[src/rtl/int2fp_pkg.sv]
package int2fp_pkg;

  localparam int SRC_W = 64;
  localparam int LZ_W  = $clog2(SRC_W) + 1;

  typedef enum logic [1:0] {
    SRC_S32 = 2'd0,
    SRC_U32 = 2'd1,
    SRC_S64 = 2'd2,
    SRC_U64 = 2'd3
  } src_type_e;

  typedef enum logic [1:0] {
    RM_NEAR = 2'd0,
    RM_ZERO = 2'd1,
    RM_UP   = 2'd2,
    RM_DOWN = 2'd3
  } rnd_mode_e;

  localparam logic [4:0] CLS_POS_NORM = 5'b00100;
  localparam logic [4:0] CLS_NEG_NORM = 5'b01000;
  localparam logic [4:0] CLS_POS_ZERO = 5'b00010;

  // Count of zero bits above the highest set bit; SRC_W for a zero value.
  function automatic logic [LZ_W-1:0] lead_zeros(input logic [SRC_W-1:0] v);
    lead_zeros = LZ_W'(SRC_W);
    for (int i = 0; i < SRC_W; i++) begin
      if (v[i]) lead_zeros = LZ_W'(SRC_W - 1 - i);
    end
  endfunction

  // Decide whether the truncated magnitude must be incremented.
  function automatic logic round_up(input rnd_mode_e mode, input logic sign,
                                    input logic lsb, input logic guard,
                                    input logic sticky);
    case (mode)
      RM_NEAR: round_up = guard & (sticky | lsb);
      RM_ZERO: round_up = 1'b0;
      RM_UP:   round_up = (guard | sticky) & ~sign;
      default: round_up = (guard | sticky) & sign;
    endcase
  endfunction

  // Class code for a value that can only be zero or normal.
  function automatic logic [4:0] class_of(input logic sign, input logic zero);
    if (zero)      class_of = CLS_POS_ZERO;
    else if (sign) class_of = CLS_NEG_NORM;
    else           class_of = CLS_POS_NORM;
  endfunction

endpackage

[src/rtl/int2fp_operand.sv]
module int2fp_operand
  import int2fp_pkg::*;
(
  input  logic [SRC_W-1:0] src_val,
  input  logic [1:0]       src_type,
  output logic             sign,
  output logic [SRC_W-1:0] mag
);
  localparam int HALF_W = SRC_W / 2;

  logic [HALF_W-1:0] low_word;
  logic [HALF_W-1:0] low_neg;
  logic [SRC_W-1:0]  full_neg;

  assign low_word = src_val[HALF_W-1:0];
  assign low_neg  = HALF_W'(0) - low_word;
  assign full_neg = SRC_W'(0) - src_val;

  always_comb begin
    case (src_type_e'(src_type))
      SRC_S32: begin
        sign = low_word[HALF_W-1];
        mag  = {{HALF_W{1'b0}}, sign ? low_neg : low_word};
      end
      SRC_U32: begin
        sign = 1'b0;
        mag  = {{HALF_W{1'b0}}, low_word};
      end
      SRC_S64: begin
        sign = src_val[SRC_W-1];
        mag  = sign ? full_neg : src_val;
      end
      default: begin
        sign = 1'b0;
        mag  = src_val;
      end
    endcase
  end
endmodule

[src/rtl/int2fp_normalize.sv]
module int2fp_normalize
  import int2fp_pkg::*;
(
  input  logic [SRC_W-1:0] mag,
  output logic             is_zero,
  output logic [LZ_W-1:0]  lz,
  output logic [SRC_W-1:0] norm
);
  assign lz      = lead_zeros(mag);
  assign is_zero = (mag == '0);
  assign norm    = mag << lz;
endmodule

[src/rtl/int2fp_round.sv]
module int2fp_round
  import int2fp_pkg::*;
#(
  parameter int FRAC_W = 52,
  parameter int EXP_W  = 11,
  parameter int BIAS   = 1023
) (
  input  logic [SRC_W-1:0] norm,
  input  logic [LZ_W-1:0]  lz,
  input  logic             sign,
  input  logic             is_zero,
  input  logic [1:0]       mode,
  output logic [EXP_W-1:0] exp_f,
  output logic [FRAC_W-1:0] frac_f,
  output logic             inc,
  output logic             inexact,
  output logic             carry
);
  localparam int KEEP_W = FRAC_W + 1;
  localparam int G_IDX  = SRC_W - 1 - KEEP_W;

  logic [KEEP_W-1:0] kept;
  logic              guard;
  logic              sticky;
  logic [KEEP_W:0]   sum;
  int                exp_int;

  assign kept    = norm[SRC_W-1 -: KEEP_W];
  assign guard   = norm[G_IDX];
  assign sticky  = |norm[G_IDX-1:0];
  assign inexact = guard | sticky;
  assign inc     = round_up(rnd_mode_e'(mode), sign, kept[0], guard, sticky);
  assign sum     = {1'b0, kept} + (KEEP_W+1)'(inc);
  assign carry   = sum[KEEP_W];

  always_comb begin
    exp_int = (SRC_W - 1) - int'(lz) + BIAS + int'(carry);
    exp_f   = is_zero ? '0 : EXP_W'(exp_int);
    frac_f  = carry ? '0 : sum[FRAC_W-1:0];
  end
endmodule

[src/rtl/int2fp_conv.sv]
module int2fp_conv
  import int2fp_pkg::*;
(
  input  logic        clk,
  input  logic        rst_n,
  input  logic        in_valid,
  input  logic [63:0] src_val,
  input  logic [1:0]  src_type,
  input  logic        to_single,
  input  logic [1:0]  rnd_mode,
  output logic        out_valid,
  output logic [63:0] result,
  output logic [4:0]  class_code,
  output logic        frac_rounded,
  output logic        frac_inexact,
  output logic        sticky_inexact,
  output logic        fx_set_pulse
);
  localparam int DP_FRAC = 52;
  localparam int DP_EXP  = 11;
  localparam int DP_BIAS = 1023;
  localparam int SP_FRAC = 23;
  localparam int SP_EXP  = 8;
  localparam int SP_BIAS = 127;
  localparam int WIDEN_PAD = DP_FRAC - SP_FRAC;

  logic             op_sign;
  logic [SRC_W-1:0] op_mag;
  logic             is_zero;
  logic [LZ_W-1:0]  lz;
  logic [SRC_W-1:0] norm;

  int2fp_operand u_operand (
    .src_val (src_val),
    .src_type(src_type),
    .sign    (op_sign),
    .mag     (op_mag)
  );

  int2fp_normalize u_norm (
    .mag    (op_mag),
    .is_zero(is_zero),
    .lz     (lz),
    .norm   (norm)
  );

  // Per-target rounding results
  logic [DP_EXP-1:0]  dp_exp;
  logic [DP_FRAC-1:0] dp_frac;
  logic [SP_EXP-1:0]  sp_exp;
  logic [SP_FRAC-1:0] sp_frac;
  logic dp_inc, dp_inexact, dp_carry;
  logic sp_inc, sp_inexact, sp_carry;

  int2fp_round #(.FRAC_W(DP_FRAC), .EXP_W(DP_EXP), .BIAS(DP_BIAS)) u_round_dp (
    .norm(norm), .lz(lz), .sign(op_sign), .is_zero(is_zero), .mode(rnd_mode),
    .exp_f(dp_exp), .frac_f(dp_frac), .inc(dp_inc), .inexact(dp_inexact),
    .carry(dp_carry)
  );

  int2fp_round #(.FRAC_W(SP_FRAC), .EXP_W(SP_EXP), .BIAS(SP_BIAS)) u_round_sp (
    .norm(norm), .lz(lz), .sign(op_sign), .is_zero(is_zero), .mode(rnd_mode),
    .exp_f(sp_exp), .frac_f(sp_frac), .inc(sp_inc), .inexact(sp_inexact),
    .carry(sp_carry)
  );

  // Exact widening of the binary32 value
  logic [DP_EXP-1:0] sp_exp_wide;
  logic              sp_is_zero;
  assign sp_is_zero  = (sp_exp == '0);
  assign sp_exp_wide = sp_is_zero ? '0
                     : DP_EXP'(sp_exp) + DP_EXP'(DP_BIAS - SP_BIAS);

  // Named events for the checks below
  logic        res_sign;
  logic [63:0] sel_result;
  logic        sel_inc;
  logic        sel_inexact;
  logic [4:0]  sel_class;
  logic        flag_write;
  logic        rnd_carry;

  assign res_sign    = op_sign & ~is_zero;
  assign sel_result  = to_single ? {res_sign, sp_exp_wide, sp_frac, {WIDEN_PAD{1'b0}}}
                                 : {res_sign, dp_exp, dp_frac};
  assign sel_inc     = to_single ? sp_inc : dp_inc;
  assign sel_inexact = to_single ? sp_inexact : dp_inexact;
  assign rnd_carry   = to_single ? sp_carry : dp_carry;
  assign sel_class   = to_single ? class_of(res_sign, sp_is_zero)
                                 : class_of(res_sign, dp_exp == '0);
  assign flag_write  = in_valid & (src_type[1] | to_single);

  always_ff @(posedge clk or negedge rst_n) begin
    if (!rst_n) begin
      out_valid      <= 1'b0;
      result         <= '0;
      class_code     <= '0;
      frac_rounded   <= 1'b0;
      frac_inexact   <= 1'b0;
      sticky_inexact <= 1'b0;
      fx_set_pulse   <= 1'b0;
    end else begin
      out_valid    <= in_valid;
      fx_set_pulse <= flag_write & sel_inexact;
      if (in_valid) result <= sel_result;
      if (flag_write) begin
        class_code   <= sel_class;
        frac_rounded <= sel_inc;
        frac_inexact <= sel_inexact;
        if (sel_inexact) sticky_inexact <= 1'b1;
      end
    end
  end

  // a strobe is always answered on the next cycle
  a_r11_valid_follows: assert property (@(posedge clk) disable iff (!rst_n)
    in_valid |=> out_valid);
  // no answer without a strobe
  a_r11_no_spurious_valid: assert property (@(posedge clk) disable iff (!rst_n)
    !in_valid |=> !out_valid);
  // status outputs hold when no rounding path was used
  a_r3_flags_hold: assert property (@(posedge clk) disable iff (!rst_n)
    !flag_write |=> ($stable(class_code) && $stable(frac_rounded)
                     && $stable(frac_inexact) && !fx_set_pulse));
  // an increment can only come from discarded bits
  a_r5_inc_needs_inexact: assert property (@(posedge clk) disable iff (!rst_n)
    (in_valid && sel_inc) |-> sel_inexact);
  // sticky flag never clears outside reset
  a_r6_sticky_kept: assert property (@(posedge clk) disable iff (!rst_n)
    !$fell(sticky_inexact));
  // pulse coincides with a reported inexact result
  a_r6_pulse_with_flag: assert property (@(posedge clk) disable iff (!rst_n)
    fx_set_pulse |-> (out_valid && frac_inexact && sticky_inexact));
  // normalisation leaves the leading one at the top
  a_r10_norm_msb: assert property (@(posedge clk) disable iff (!rst_n)
    (in_valid && !is_zero) |-> norm[SRC_W-1]);
  // a zero source never rounds
  a_r9_zero_exact: assert property (@(posedge clk) disable iff (!rst_n)
    (in_valid && is_zero) |-> (!sel_inexact && !sel_inc && !rnd_carry));
  // widened single results keep the padding bits clear
  a_r7_pad_zero: assert property (@(posedge clk) disable iff (!rst_n)
    (in_valid && to_single) |-> (sel_result[WIDEN_PAD-1:0] == '0));
endmodule

[config.mk]
export PLATFORM = sky130hd
export DESIGN_NAME = int2fp_conv
export DESIGN_NICKNAME = d
export VERILOG_FILES = /design/src/rtl/int2fp_pkg.sv /design/src/rtl/int2fp_operand.sv /design/src/rtl/int2fp_normalize.sv /design/src/rtl/int2fp_round.sv /design/src/rtl/int2fp_conv.sv
export SDC_FILE = /design/constraint.sdc
export NUM_CORES = 1
export LEC_CHECK = 0
export ABC_AREA = 0
export BUFFER_PORTS_ARGS = -buffer_cell sky130_fd_sc_hd__buf_2
export CAP_MARGIN = 10
export CORE_MARGIN = 3
export CORE_UTILIZATION = 40
export DETAILED_ROUTE_END_ITERATION = 8
export PLACE_DENSITY = 0.59
export SYNTH_ARGS = -nofsm -noshare
export SYNTH_HDL_FRONTEND = slang
export SYNTH_HIERARCHICAL = 1
export SYNTH_SLANG_ARGS = --single-unit
export TNS_END_PERCENT = 10
[constraint.sdc]
create_clock -name clk -period 1.1 [get_ports clk]
set_input_delay 0.165 -clock clk [delete_from_list [all_inputs] [get_ports clk]]
set_output_delay 0.165 -clock clk [all_outputs]
set_load 0.1 [all_outputs]
; Word-level counts from Yosys, hierarchy flattened
; Cells that the tools add are included.
[word_totals]
in_bits = 72
mem_bits_rw = 0
wordCells = 128
latch_bits = 0
output_inout_bits = 74
memories = 0
rom_bits = 0
register_bits = 74
[classes]
eq_ne = 4
shifts = 1
multipliers = 0
n_lt_le_gt_ge = 0
bitwise_logic = 16
add_sub_neg = 10
div_mod_pow = 0
n_mux = 82
n_reduce_logical = 8
[op_table]
columns = op, n
row1 = 7-bit 2-to-1 mux, 64
row2 = 64-bit one-hot mux with 3 select lines, 1
row3 = 64-bit zero test, 1
row4 = 64-bit 2-to-1 mux, 1
row5 = 64-bit by 7-bit << shifter with 64-bit output, 1
row6 = 1-bit by 64-bit subtractor with 64-bit output (first input constant), 1
row7 = 63-bit 2-to-1 mux, 1
row8 = 53-bit by 1-bit adder with 54-bit output, 1
row9 = 52-bit 2-to-1 mux, 1
row10 = 39-bit OR reduction, 1
row11 = 32-bit 2-to-1 mux, 1
row12 = 1-bit by 32-bit subtractor with 32-bit output (first input constant), 1
row13 = 24-bit by 1-bit adder with 25-bit output, 1
row14 = 23-bit 2-to-1 mux, 1
row15 = 11-bit 2-to-1 mux, 2
row16 = 5-bit 2-to-1 mux, 3
row17 = 11-bit by 2-bit adder with 11-bit output, 1
row18 = 8-bit by 10-bit adder with 11-bit output (second input constant), 1
row19 = 8-bit by 11-bit adder with 11-bit output (second input constant), 1
row20 = 11-bit zero test, 1
row21 = 10-bit OR reduction, 1
row22 = 1-bit bitwise AND, 9
row23 = 8-bit by 2-bit adder with 8-bit output, 1
row24 = 8-bit adder (second input constant), 1
row25 = other kinds (13), 23

; Logic depth before layout (Yosys ltp)
; Gate-level depths: netlist of run 1.
[depth]
ltp_word = 78
mapped_depth = 41

; By module
; The synthesis of run 1 kept the hierarchy.
[modules_own_cells]
columns = mod, cells_each, n_inst, area_each_um2
row1 = int2fp_normalize, 719, 1, 4839.6
row2 = int2fp_conv, 283, 1, 3191.8
row3 = int2fp_operand, 346, 1, 2153.3
row4 = int2fp_round at u_round_dp, 236, 1, 1503.9
row5 = int2fp_round at u_round_sp, 125, 1, 843.3

; Worst setup path after synthesis of run 1
; No wires, ideal clock.
[synth_timing]
path_type = input to register
startpoint = input port src_val[1]
endpoint = register result[59]
path_slack_ns = -7.636
setup_time_ns = 0.134
required_ns = 0.966
arrival_time_ns = 8.602
n_path_buf = 4
path_stages = 34
cell_sequence = inv_1 -> ha_1 -> nor3b_1 -> nand4_2 -> or4_4 -> o311ai_0 -> nor3_1 -> o2111a_1 -> o41ai_1 -> a41o_1 -> buf_2 -> buf_1 -> buf_1 -> a21oi_1 -> a22o_1 -> o221a_2 -> a221oi_1 -> o21ai_0 -> a211oi_1 -> ha_1 -> ha_1 -> and2_1 -> nand3_1 -> nor4_2 -> buf_4 -> inv_1 -> ha_1 -> ha_1 -> nand3_1 -> xor2_1 -> nor2_1 -> or4_4 -> o2111ai_2 -> nand3_1
[synth_between]
word_cells_on_any_way = 97
classes_between = add/sub: 10 / shift: 1 / mux: 72 / bitwise: 10 / reduce/logical: 4
[synth_rtl]
columns = item, line_no
row1 = "start, declared", int2fp_conv.sv:7  ; input logic [63:0] src_val,
row2 = 1-bit by 64-bit subtractor with 64-bit output (*), int2fp_operand.sv:17  ; assign full_neg = SRC_W'(0) - src_val;
row3 = 64-bit 2-to-1 mux (*), int2fp_operand.sv:31  ; mag = sign ? full_neg : src_val;
row4 = 64-bit one-hot mux with 3 select lines (*), int2fp_operand.sv:20  ; case (src_type_e'(src_type))
row5 = named net op_mag[60], int2fp_conv.sv:28  ; logic [SRC_W-1:0] op_mag;
row6 = 7-bit 2-to-1 mux (4 in series), int2fp_pkg.sv:28  ; if (v[i]) lead_zeros = LZ_W'(SRC_W - 1 - i);
row7 = 64-bit by 7-bit << shifter with 64-bit output (*), int2fp_normalize.sv:11  ; assign norm = mag << lz;
row8 = named net norm[39], int2fp_conv.sv:31  ; logic [SRC_W-1:0] norm;
row9 = 1-bit OR, "int2fp_pkg.sv:39, int2fp_pkg.sv:40"
row10 = [2 not listed], --
row11 = named net sp_inc, int2fp_conv.sv:53  ; logic sp_inc, sp_inexact, sp_carry;
row12 = 24-bit by 1-bit adder with 25-bit output (*), int2fp_round.sv:33  ; assign sum = {1'b0, kept} + (KEEP_W+1)'(inc);
row13 = named net sp_carry, int2fp_conv.sv:53
row14 = 8-bit by 2-bit adder with 8-bit output (*), int2fp_round.sv:37  ; exp_int = (SRC_W - 1) - int'(lz) + BIAS + int'(carry);
row15 = 8-bit 2-to-1 mux (*), int2fp_round.sv:38  ; exp_f = is_zero ? '0 : EXP_W'(exp_int);
row16 = named net sp_exp[6], int2fp_conv.sv:50  ; logic [SP_EXP-1:0] sp_exp;
row17 = 8-bit by 10-bit adder with 11-bit output or 8-bit zero test (tied branches), "int2fp_conv.sv:72, int2fp_conv.sv:70"
row18 = 11-bit 2-to-1 mux (*), int2fp_conv.sv:71  ; assign sp_exp_wide = sp_is_zero ? '0
row19 = 63-bit 2-to-1 mux (*), int2fp_conv.sv:84  ; assign sel_result = to_single ? {res_sign, sp_exp_wide, sp_frac, {WIDEN_PAD{1'b0}}}
row20 = "end signal, assigned", int2fp_conv.sv:105  ; if (in_valid) result <= sel_result;
row21 = "end, declared", int2fp_conv.sv:12  ; output logic [63:0] result,
; Mark *: on every way through the listed nets, which the timed path passes. The rest lies on a longest branch.
; A chain may end at the register's enable or synchronous reset.

; Worst setup path after layout of run 1
[layout_timing]
startpoint = input port src_val[18]
endpoint = register result[61]
[layout_between]
word_cells_on_any_way = 80
classes_between = add/sub: 10 / shift: 1 / mux: 55 / bitwise: 10 / reduce/logical: 4
[layout_rtl]
columns = item, line_no
row1 = 1-bit by 64-bit subtractor with 64-bit output (*), int2fp_operand.sv:17
row2 = 64-bit 2-to-1 mux (*), int2fp_operand.sv:31
row3 = 64-bit one-hot mux with 3 select lines (*), int2fp_operand.sv:20
row4 = named net op_mag[43], int2fp_conv.sv:28
row5 = 7-bit 2-to-1 mux (21 in series), int2fp_pkg.sv:28
row6 = 64-bit by 7-bit << shifter with 64-bit output (*), int2fp_normalize.sv:11
row7 = named net norm[31], int2fp_conv.sv:31
row8 = 39-bit OR reduction (*), int2fp_round.sv:30  ; assign sticky = |norm[G_IDX-1:0];
row9 = [3 not listed], --
row10 = named net sp_inc, int2fp_conv.sv:53
row11 = 24-bit by 1-bit adder with 25-bit output (*), int2fp_round.sv:33
row12 = named net sp_carry, int2fp_conv.sv:53
row13 = 8-bit by 2-bit adder with 8-bit output (*), int2fp_round.sv:37
row14 = 8-bit 2-to-1 mux (*), int2fp_round.sv:38
row15 = named net sp_exp[4], int2fp_conv.sv:50
row16 = 8-bit by 10-bit adder with 11-bit output or 8-bit zero test (tied branches), "int2fp_conv.sv:72, int2fp_conv.sv:70"
row17 = 11-bit 2-to-1 mux (*), int2fp_conv.sv:71
row18 = 63-bit 2-to-1 mux (*), int2fp_conv.sv:84
; Marks and branches as above.

==> results of run 1 <==
[through the flow]
stage                     power, W  TNS [ns]  instance area (sq um)
after floorplan             0.0168   -398.02                  12700
after global placement      0.0279   -440.56                  19700
after detailed placement    0.0281   -449.12                  19700
after CTS                   0.0321   -400.44                  20400
after global routing        0.0344   -428.19                  20700
final                       0.0329   -415.28                  20700
[state kept, by name, indices dropped and copies added (netlist names)]
register	count
frac_rounded	1
fx_set_pulse	1
sticky_inexact	1
class_code	3
result	64
frac_inexact	1
out_valid	1
[worst paths after layout]
check / start / to / slack (ns) / cells after the start
worst max-delay path: src_val[18] / result[61] / -6.97 / 36
worst min-delay path: rst_n / result[0] / 0.22 / 2
worst max register to register: result[10] / result[10] / 0.18 / 2
worst min register to register: sticky_inexact / sticky_inexact / 0.54 / 1
max in group asynchronous: rst_n / result[38] / 0.44 / 3
min in group clk: in_valid / result[2] / 0.26 / 2
[where the power goes]
part	internal, W	switching (W)
sequential	0.00320	0.000612
clock	0.00225	0.00131
combinational	0.0109	0.0146
[cells in the final DEF, fill, tap and decap left out, types with 39 or more instances in the layout]
cell	n
o21ai_0	55
mux2i_1	80
buf_12	94
inv_1	39
xor2_1	48
nor2_1	195
a21oi_1	99
nor4_1	45
buf_4	645
nor2b_1	40
buf_2	68
dfrtp_1	72
nor3_1	49
nand3_1	74
nand2_1	150
xnor2_1	52
[worst register-to-register path: cells and delay by family (launching register included)]
kind               cells  cell delay [ns]
DFF                    1             0.42
AOI/OAI and AO/OA      1             0.23
and+or+nand+nor        1             0.16
[routing by layer]
| layer | vias to the layer above | track usage (%) |
|---|---|---|
| met5 | - | 0 |
| met3 | 114 | 3.13 |
| li1 | 7933 | - |
| met4 | 0 | 10.7 |
| met2 | 682 | 59.7 |
| met1 | 8207 | 45.2 |
[layout make-up]
class | count | area [sq um] | share of cell area [%]
well taps | 396 | 495 | 2.39
clock buffers | 9 | 225 | 1.09
repair buffers | 820 | 7220 | 34.8
flip-flops and latches | 72 | 1800 | 8.69
clock inverters | 7 | 128 | 0.615
diodes | 1 | 2.50 | 0.0121
inverters | 45 | 171 | 0.827
multi-input cells | 1484 | 10700 | 51.6
[what timing repair did]
action / CTS / global route
setup endpoints to repair: 137 / 143
pin swaps: 23 / 29
hold buffers: 1 / 0
gates resized for setup: 70 / 59
gates cloned: 0 / 0
hold endpoints to repair: 72 / 0
buffers inserted: 9 / 9
==> out/summary.txt, run 1 <==
Vias: 16.9k
failing checks: setup timing
Final WS setup: -6.97 ns
slowest cell on the critical path: or4_4
fmax: 124 MHz
Crit path max-delay family: simple AND/OR/NAND/NOR gates
Mapped Cells: 1708
Hold Crit Class: input port to async pin
Total GRT Usage: 34.3%
M1 WL: 25300 microns
vias in the first global route: 16.4k
DRC marker count from the first detailed-route iteration: 1637
RSZ-0062 raised after global routing: true
peak fanout along the critical path: 6
slowest stage delay, CP: 0.62 ns
Crit path required time: 1.32 ns
Yosys warning count: 6
final core occ: 67.4%
kind of critical path: input port to register
Pleak: 9.21 nW
gr ovfl total: 0
hpwl dp: 49400 microns
Synth Cell Area: 12500 sq um
drt pass-1 iters: 7
CTS H-Tree Depth: 3
outcome: complete, but fails checks
relative slew slack: 61.8%
initial antenna violation count: 0
fillcell total: 2653
vias per cell: 5.98
Initial Util: 40.7%
Clk Latency, worst-skew pair: 0.35 ns
root buf cell: clkbuf_16
Worst Path Buf+Inv: 4
first-pass GRT wire length: 91800 microns
final wirelength: 59200 microns
Placed Cells: 2801
total CTS buffers: 9
DRC viols: 0
share of layout cells above drive strength 1: 43.7%
Slew @ Worst Pin: 0.574 ns
wire per inst: 20.9 microns
die area: 33500 sq um
hold_ws: 0.219 ns
Worst Skew: 0 ns
Nets: 2514
Slew Limit Fails: 0
maximum clock insertion buffer count: 2
Rows: 64
largest net degree at the start of global routing: 42
core area: 30700 sq um
Final GP Congestion: 1.00
Post-DRT Antenna Nets: 0
maximum capacitance violations: 0
non-filler cells, final: 2834
area grow syn2layout: 65.5%
Avg Inst Size Synth: 7.34 sq um
critical path arrival: 8.29 ns
Pwr Density: 1580 nW/um^2
Port Buf Inserts: 143
final worst path period share: 733%
CTS tree: done
Setup WS pre-CTS: -7.26 ns
met3 WL: 3310 microns
Clock Sinks: 72
chip height: 183 microns
element type at the critical path end: register
metal2 WL: 28700 microns
IO Pins: 146
Die X-Extent: 183 microns
setup violators final: 123
Clock Pin Slew Worst Setup and Hold Paths: 0.07 ns
Worst Setup Start Kind: input port
uppermost layer routed: met4
VDD IR max: 0.000985 V
min Tclk post-route: 8.07 ns
Hold Vio Cnt, Final: 0
No activity file was read; power rests on OpenSTA's default activity.
==> inputs of run 2 (changes only) <==
--- a/config.mk
+++ b/config.mk
@@ -16,4 +16,3 @@
 export SYNTH_HDL_FRONTEND = slang
 export SYNTH_HIERARCHICAL = 1
 export SYNTH_SLANG_ARGS = --single-unit
-export TNS_END_PERCENT = 10
==> out/summary.txt, run 2 (synthesized netlist as in run 1, its figures left out) <==
Hold Vio Cnt, Final: 0 (unchanged)
Total GRT Usage: 36.0% (+1.7 points)
fillcell total: 2515 (-5.2%)
first-pass GRT wire length: 95600 microns (+4.2%)
root buf cell: clkbuf_16
Top Usage Layer GRT: met2
initial antenna violation count: 1 (+1)
register area: 1800 sq um (unchanged)
maximum capacitance violations: 0 (unchanged)
failing checks: setup timing
CTS tree: done
VDD IR max: 0.000915 V (-7.1%)
share of layout cells above drive strength 1: 47.3% (+3.6 points)
Rows: 64 (unchanged)
WHS Path Cells: 2
chip height: 183 microns (unchanged)
gr ovfl total: 0 (unchanged)
Post-DRT Antenna Nets: 0 (unchanged)
kind of critical path: input port to register
Worst Setup Start Kind: input port
Reg2Reg Depth: 2 (unchanged)
area grow syn2layout: 72.3%
wire per inst: 21.7 microns (+3.6%)
hpwl dp: 51100 microns (+3.6%)
Hold Crit Class: input port to register
Slew @ Worst Pin: 0.635 ns (+0.0618 ns)
slowest cell on the critical path: or4_4
hold_ws: 0.192 ns (-0.0274 ns)
vias in the first global route: 16.9k (+2.8%)
maximum clock insertion buffer count: 2 (unchanged)
Die X-Extent: 183 microns (unchanged)
Placed Cells: 2829 (+1.0%)
core area: 30700 sq um (unchanged)
IO Pins: 146 (unchanged)
non-filler cells, final: 2891 (+2.0%)
most frequent cells in the layout: buf_4 (695), nor2_1 (186), nand2_1 (149)
ANT cells: 0 (-1)
Vias: 17.4k (+2.8%)
Clock Sinks: 72 (unchanged)
min Tclk post-route: 7.94 ns (-0.126 ns)
peak fanout along the critical path: 6 (unchanged)
drt pass-1 iters: 6 (-1)
slowest stage delay, CP: 0.58 ns (-0.04 ns)
met1 Resource Use GR: 46.5% (+1.3 points)
Setup WS pre-CTS: -7.36 ns (-0.0974 ns)
M3 GR Usage: 2.94% (-0.20 points)
largest net degree at the start of global routing: 40 (-4.8%)
Initial Util: 40.7% (unchanged)
Largest Register: result
max reg flops: 64 (unchanged)
Crit path required time: 1.32 ns (about the same)
fmax: 126 MHz (+1.6%)
relative slew slack: 57.5% (-4.3 points)
Final GP Congestion: 1.04 (+3.7%)
total CTS buffers: 9 (unchanged)
final wirelength: 62600 microns (+5.7%)
setup violators final: 113 (-8.1%)
vias per cell: 6.02 (+0.80%)
final worst path period share: 722% (-11 points)
Port Buf Inserts: 143 (unchanged)
outcome: complete, but fails checks
Clk Latency, worst-skew pair: 0.35 ns (about the same)
critical path arrival: 8.16 ns (-0.13 ns)
Slew Limit Fails: 0 (unchanged)
biggest regs: result x64, class_code x3
DRC marker count from the first detailed-route iteration: 1952 (+19%)
RSZ-0062 raised after global routing: true
Multi-input gate area: 11100 sq um (+4.2%)
element type at the critical path end: register
die area: 33500 sq um (unchanged)
GR met2 Demand/Resource: 62.4% (+2.7 points)
Final WS setup: -6.84 ns (+0.126 ns)
CTS H-Tree Depth: 3 (unchanged)
Worst Skew: 0 ns (unchanged)
Pleak: 9.57 nW (+3.9%)
most common cell after layout, fill and taps aside: buf_4
Clock Pin Slew Worst Setup and Hold Paths: 0.06 ns (about the same)
DRC viols: 0 (unchanged)
Nets: 2572 (+2.3%)
Pwr Density: 1590 nW/um^2 (+0.30%)
[run 2: cell count changes in the layout (fill, tap and decap cells not counted), moves of 6 or more]
cell / previous run / this run
o21ai_0: 55 / 49
nor4_1: 45 / 39
buf_6: 10 / 21
nor4_2: 8 / 15
buf_4: 645 / 695
nor2_1: 195 / 186
mux2i_1: 80 / 73
mux2i_4: 3 / 10
nor2_4: 3 / 9
[run 2: cell type report]
cell class | count | share of cell area (%)
clock inverter | 7 | 0.330
tap | 396 | 2.30
inverter | 45 | 0.783
multi-input combinational | 1484 | 51.6
timing repair buffer | 878 | 35.6
sequential | 72 | 8.35
clock buffer | 9 | 1.04
[run 2: report_power, final]
| group | total [W] | internal (W) | switching (W) |
|---|---|---|---|
| Clock | 0.00300 | 0.00176 | 0.00124 |
| Combinational | 0.0275 | 0.0120 | 0.0155 |
| Sequential | 0.00381 | 0.00320 | 0.000608 |
[run 2: repair_timing]
item                                    CTS  global route
pin swaps                                48            35
endpoints found under the setup margin  134           141
hold buffers                              1             0
gates resized for setup                 171            54
buffers inserted                         30            19
gates cloned                              3             0
endpoints found under the hold margin    72             0
[run 2: stage by stage]
stage | total power (W) | instance area (sq um) | util (%) | TNS (ns)
global route | 0.0357 | 21600 | 70.2 | -421.90
CTS | 0.0333 | 21200 | 69.0 | -395.79
global placement | 0.0285 | 19900 | 64.7 | -446.70
detailed placement | 0.0287 | 19900 | 64.7 | -452.64
finish | 0.0343 | 21600 | 70.2 | -405.33
floorplan | 0.0168 | 12700 | - | -397.46
[run 2: path summary, 6_finish.rpt]
| kind | start | end | slack [ns] |
|---|---|---|---|
| setup / recovery | src_val[17] | result[59] | -6.84 |
| hold / removal | in_valid | out_valid | 0.19 |
| setup reg to reg | result[3] | result[3] | 0.21 |
| hold reg to reg | sticky_inexact | sticky_inexact | 0.53 |
| max in group asynchronous | rst_n | class_code[1] | 0.40 |
| min in group asynchronous | rst_n | result[3] | 0.22 |
[run 2: critical path, delay by kind of cell]
kind	cells	cell delay, ns
xor+xnor	1	0.16
fa+ha+maj	4	0.76
mux	3	1.13
simple gates	16	3.60
compound gates	9	1.86
buf+inv	4	0.47
[run 2: per-layer routing]
| metal | wire length [microns] | vias to the layer above |
|---|---|---|
| li1 | - | 8052 |
| met3 | 4130 | 160 |
| met4 | 2880 | 0 |
| met2 | 29900 | 818 |
| met5 | 0 | - |
| met1 | 25700 | 8384 |
==> inputs of run 3 (changes only) <==
--- a/config.mk
+++ b/config.mk
@@ -9,9 +9,9 @@
 export BUFFER_PORTS_ARGS = -buffer_cell sky130_fd_sc_hd__buf_2
 export CAP_MARGIN = 10
 export CORE_MARGIN = 3
-export CORE_UTILIZATION = 40
+export CORE_UTILIZATION = 62
 export DETAILED_ROUTE_END_ITERATION = 8
-export PLACE_DENSITY = 0.59
+export PLACE_DENSITY = 0.85
 export SYNTH_ARGS = -nofsm -noshare
 export SYNTH_HDL_FRONTEND = slang
 export SYNTH_HIERARCHICAL = 1
==> out/summary.txt, run 3 <==
Final GP Congestion: 1.31 (+26%)
setup bufs post-CTS: 82 (+170%)
Rows: 51 (-20%)
Die X-Extent: 148 microns (-19%)
maximum clock insertion buffer count: 2 (unchanged)
Err: [ERROR DPL-0038] Utilization greater than 100%, impossible to legalize
cts hold-fix bufs: 1 (unchanged)
chip height: 148 microns (-19%)
Clock Sinks: 72 (unchanged)
post-cts sizing count: 355 (+110%)
outcome: did not finish
Initial Util: 63.7% (+23 points)
total CTS buffers: 9 (unchanged)
Setup WS pre-CTS: -7.84 ns (-0.480 ns)
Yosys warning count: 6 (unchanged)
Stop stage: 4_1_cts
Synth Cell Area: 12500 sq um (unchanged)
root buf cell: clkbuf_16
Avg Inst Size Synth: 7.34 sq um (unchanged)
hpwl dp: 56400 microns (+10%)
IO Pins: 146 (unchanged)
CTS H-Tree Depth: 3 (unchanged)
Placed Cells: 2605 (-7.9%)
Mapped Cells: 1708 (unchanged)
Port Buf Inserts: 143 (unchanged)
[run 3: per-stage QoR]
step	cell area (sq um)	setup TNS, ns
2_1_floorplan	12700	-397.46
3_3_place_gp	19000	-412.73
3_5_place_dp	19000	-468.47
==> inputs of run 4 (changes only) <==
--- a/config.mk
+++ b/config.mk
@@ -9,9 +9,9 @@
 export BUFFER_PORTS_ARGS = -buffer_cell sky130_fd_sc_hd__buf_2
 export CAP_MARGIN = 10
 export CORE_MARGIN = 3
-export CORE_UTILIZATION = 62
+export CORE_UTILIZATION = 40
 export DETAILED_ROUTE_END_ITERATION = 8
-export PLACE_DENSITY = 0.85
+export PLACE_DENSITY_LB_ADDON = 0.15
 export SYNTH_ARGS = -nofsm -noshare
 export SYNTH_HDL_FRONTEND = slang
 export SYNTH_HIERARCHICAL = 1
==> out/summary.txt, run 4 (synthesized netlist as in run 1, its figures left out) <==
Worst Setup Start Kind: input port
Crit path required time: 1.31 ns
register area: 1800 sq um
Port Buf Inserts: 143 (unchanged)
Nets: 2596
first-pass GRT wire length: 95100 microns
biggest regs: result x64, class_code x3
Post-DRT Antenna Nets: 0
vias per cell: 6.21
Slew Limit Fails: 0
area grow syn2layout: 78.4%
most frequent cells in the layout: buf_4 (687), nor2_1 (174), nand2_1 (142)
setup violators final: 124
CTS H-Tree Depth: 3 (unchanged)
outcome: complete, but fails checks
DRC marker count from the first detailed-route iteration: 1875
Clock Sinks: 72 (unchanged)
Vias: 18.1k
min Tclk post-route: 8.00 ns
non-filler cells, final: 2914
Total GRT Usage: 35.5%
Worst Skew: 0 ns
drt pass-1 iters: 6
core area: 30700 sq um
Largest Register: result
slowest cell on the critical path: or4_4
Slew @ Worst Pin: 0.711 ns
hpwl dp: 49500 microns (-12%)
maximum clock insertion buffer count: 2 (unchanged)
Setup WS pre-CTS: -7.33 ns (+0.505 ns)
element type at the critical path end: register
Multi-input gate area: 11600 sq um
Placed Cells: 2793 (+7.2%)
power consumption: 0.0352 W
chip height: 183 microns (+24%)
uppermost layer routed: met5
root buf cell: clkbuf_16
Die X-Extent: 183 microns (+24%)
metal2 WL: 32100 microns
fmax: 125 MHz
max reg flops: 64
Rows: 64 (+25%)
share of layout cells above drive strength 1: 50.1%
critical path arrival: 8.21 ns
gr ovfl total: 0
initial antenna violation count: 2
final wirelength: 66000 microns
maximum capacitance violations: 0
final worst path period share: 727%
total CTS buffers: 9 (unchanged)
Final GP Congestion: 1.01 (-23%)
fillcell total: 2296
largest net degree at the start of global routing: 54
CTS tree: done
M1 WL: 25200 microns
slowest stage delay, CP: 0.56 ns
Hold Crit Class: input port to register
wire per inst: 22.6 microns
Hold Vio Cnt, Final: 0
Initial Util: 40.7% (-23 points)
post-route setup TNS: -423.57 ns
Final WS setup: -6.90 ns
IO Pins: 146 (unchanged)
RSZ-0062 raised after global routing: true
VDD IR max: 0.00132 V
relative slew slack: 52.2%
met3 WL: 4370 microns
cell mode on critical path: or4_4
DRC viols: 0
most common cell after layout, fill and taps aside: buf_4
die area: 33500 sq um
Pwr Density: 1570 nW/um^2
vias in the first global route: 17.2k
peak fanout along the critical path: 6
failing checks: setup timing
Clock Pin Slew Worst Setup and Hold Paths: 0.06 ns
Clk Latency, worst-skew pair: 0.35 ns
Pleak: 9.87 nW
kind of critical path: input port to register
-- run 4: cell type report --
class | count | share of cell area [%]
multi-input cells | 1484 | 51.9
clock inverters | 5 | 0.162
diodes | 1 | 0.0112
clock buffers | 9 | 1.01
repair buffers | 902 | 35.8
well taps | 396 | 2.22
inverters | 45 | 0.778
flip-flops and latches | 72 | 8.06
-- run 4: worst max-delay path: cells and delay by family --
kind                       cells  cell delay [ns]
and+or+nand+nor               17             3.96
AOI/OAI and AO/OA              7             1.36
xor gates and xnor gates       1             0.16
muxes                          2             0.75
buffers and inverters          8             1.03
adders and majority gates      4             0.76
-- run 4: what timing repair did --
action,in CTS,in global routing
buffers inserted,50,72
hold buffers,1,0
pin swaps,62,98
gates resized for setup,147,213
cloned,2,1
hold endpoints to repair,72,0
setup endpoints to repair,111,136
-- run 4: layer usage --
layer  vias up  track usage [%]
met2      1005             62.7
met3       293             3.61
met1      8719             42.9
met4         2             17.9
met5         -                0
li1       8088                -
-- run 4: per-stage QoR --
step           hold WS [ns]  utilization [%]  cell area (sq um)
3_3_place_gp         0.0318             63.8              19600
2_1_floorplan        -0.131                -              12700
6_report             0.0691             72.7              22400
4_1_cts              0.0623             68.2              21000
5_1_grt              0.0685             72.7              22400
3_5_place_dp         0.0373             63.8              19600
-- run 4: report_power, final --
| part | internal (W) | switching (W) |
|---|---|---|
| Combinational | 0.0124 | 0.0161 |
| Clock | 0.00150 | 0.00127 |
| Sequential | 0.00320 | 0.000655 |
| Total | 0.0171 | 0.0181 |
-- run 4: path summary, 6_finish.rpt --
kind	startpoint	end	slack (ns)	cells past startpoint
worst min-delay path	in_valid	out_valid	0.07	1
worst min register to register	sticky_inexact	sticky_inexact	0.53	1
min in group asynchronous	rst_n	out_valid	0.22	2
max in group asynchronous	rst_n	result[53]	0.41	3
worst max register to register	result[0]	result[0]	0.15	2
worst max-delay path	src_val[17]	result[60]	-6.90	39
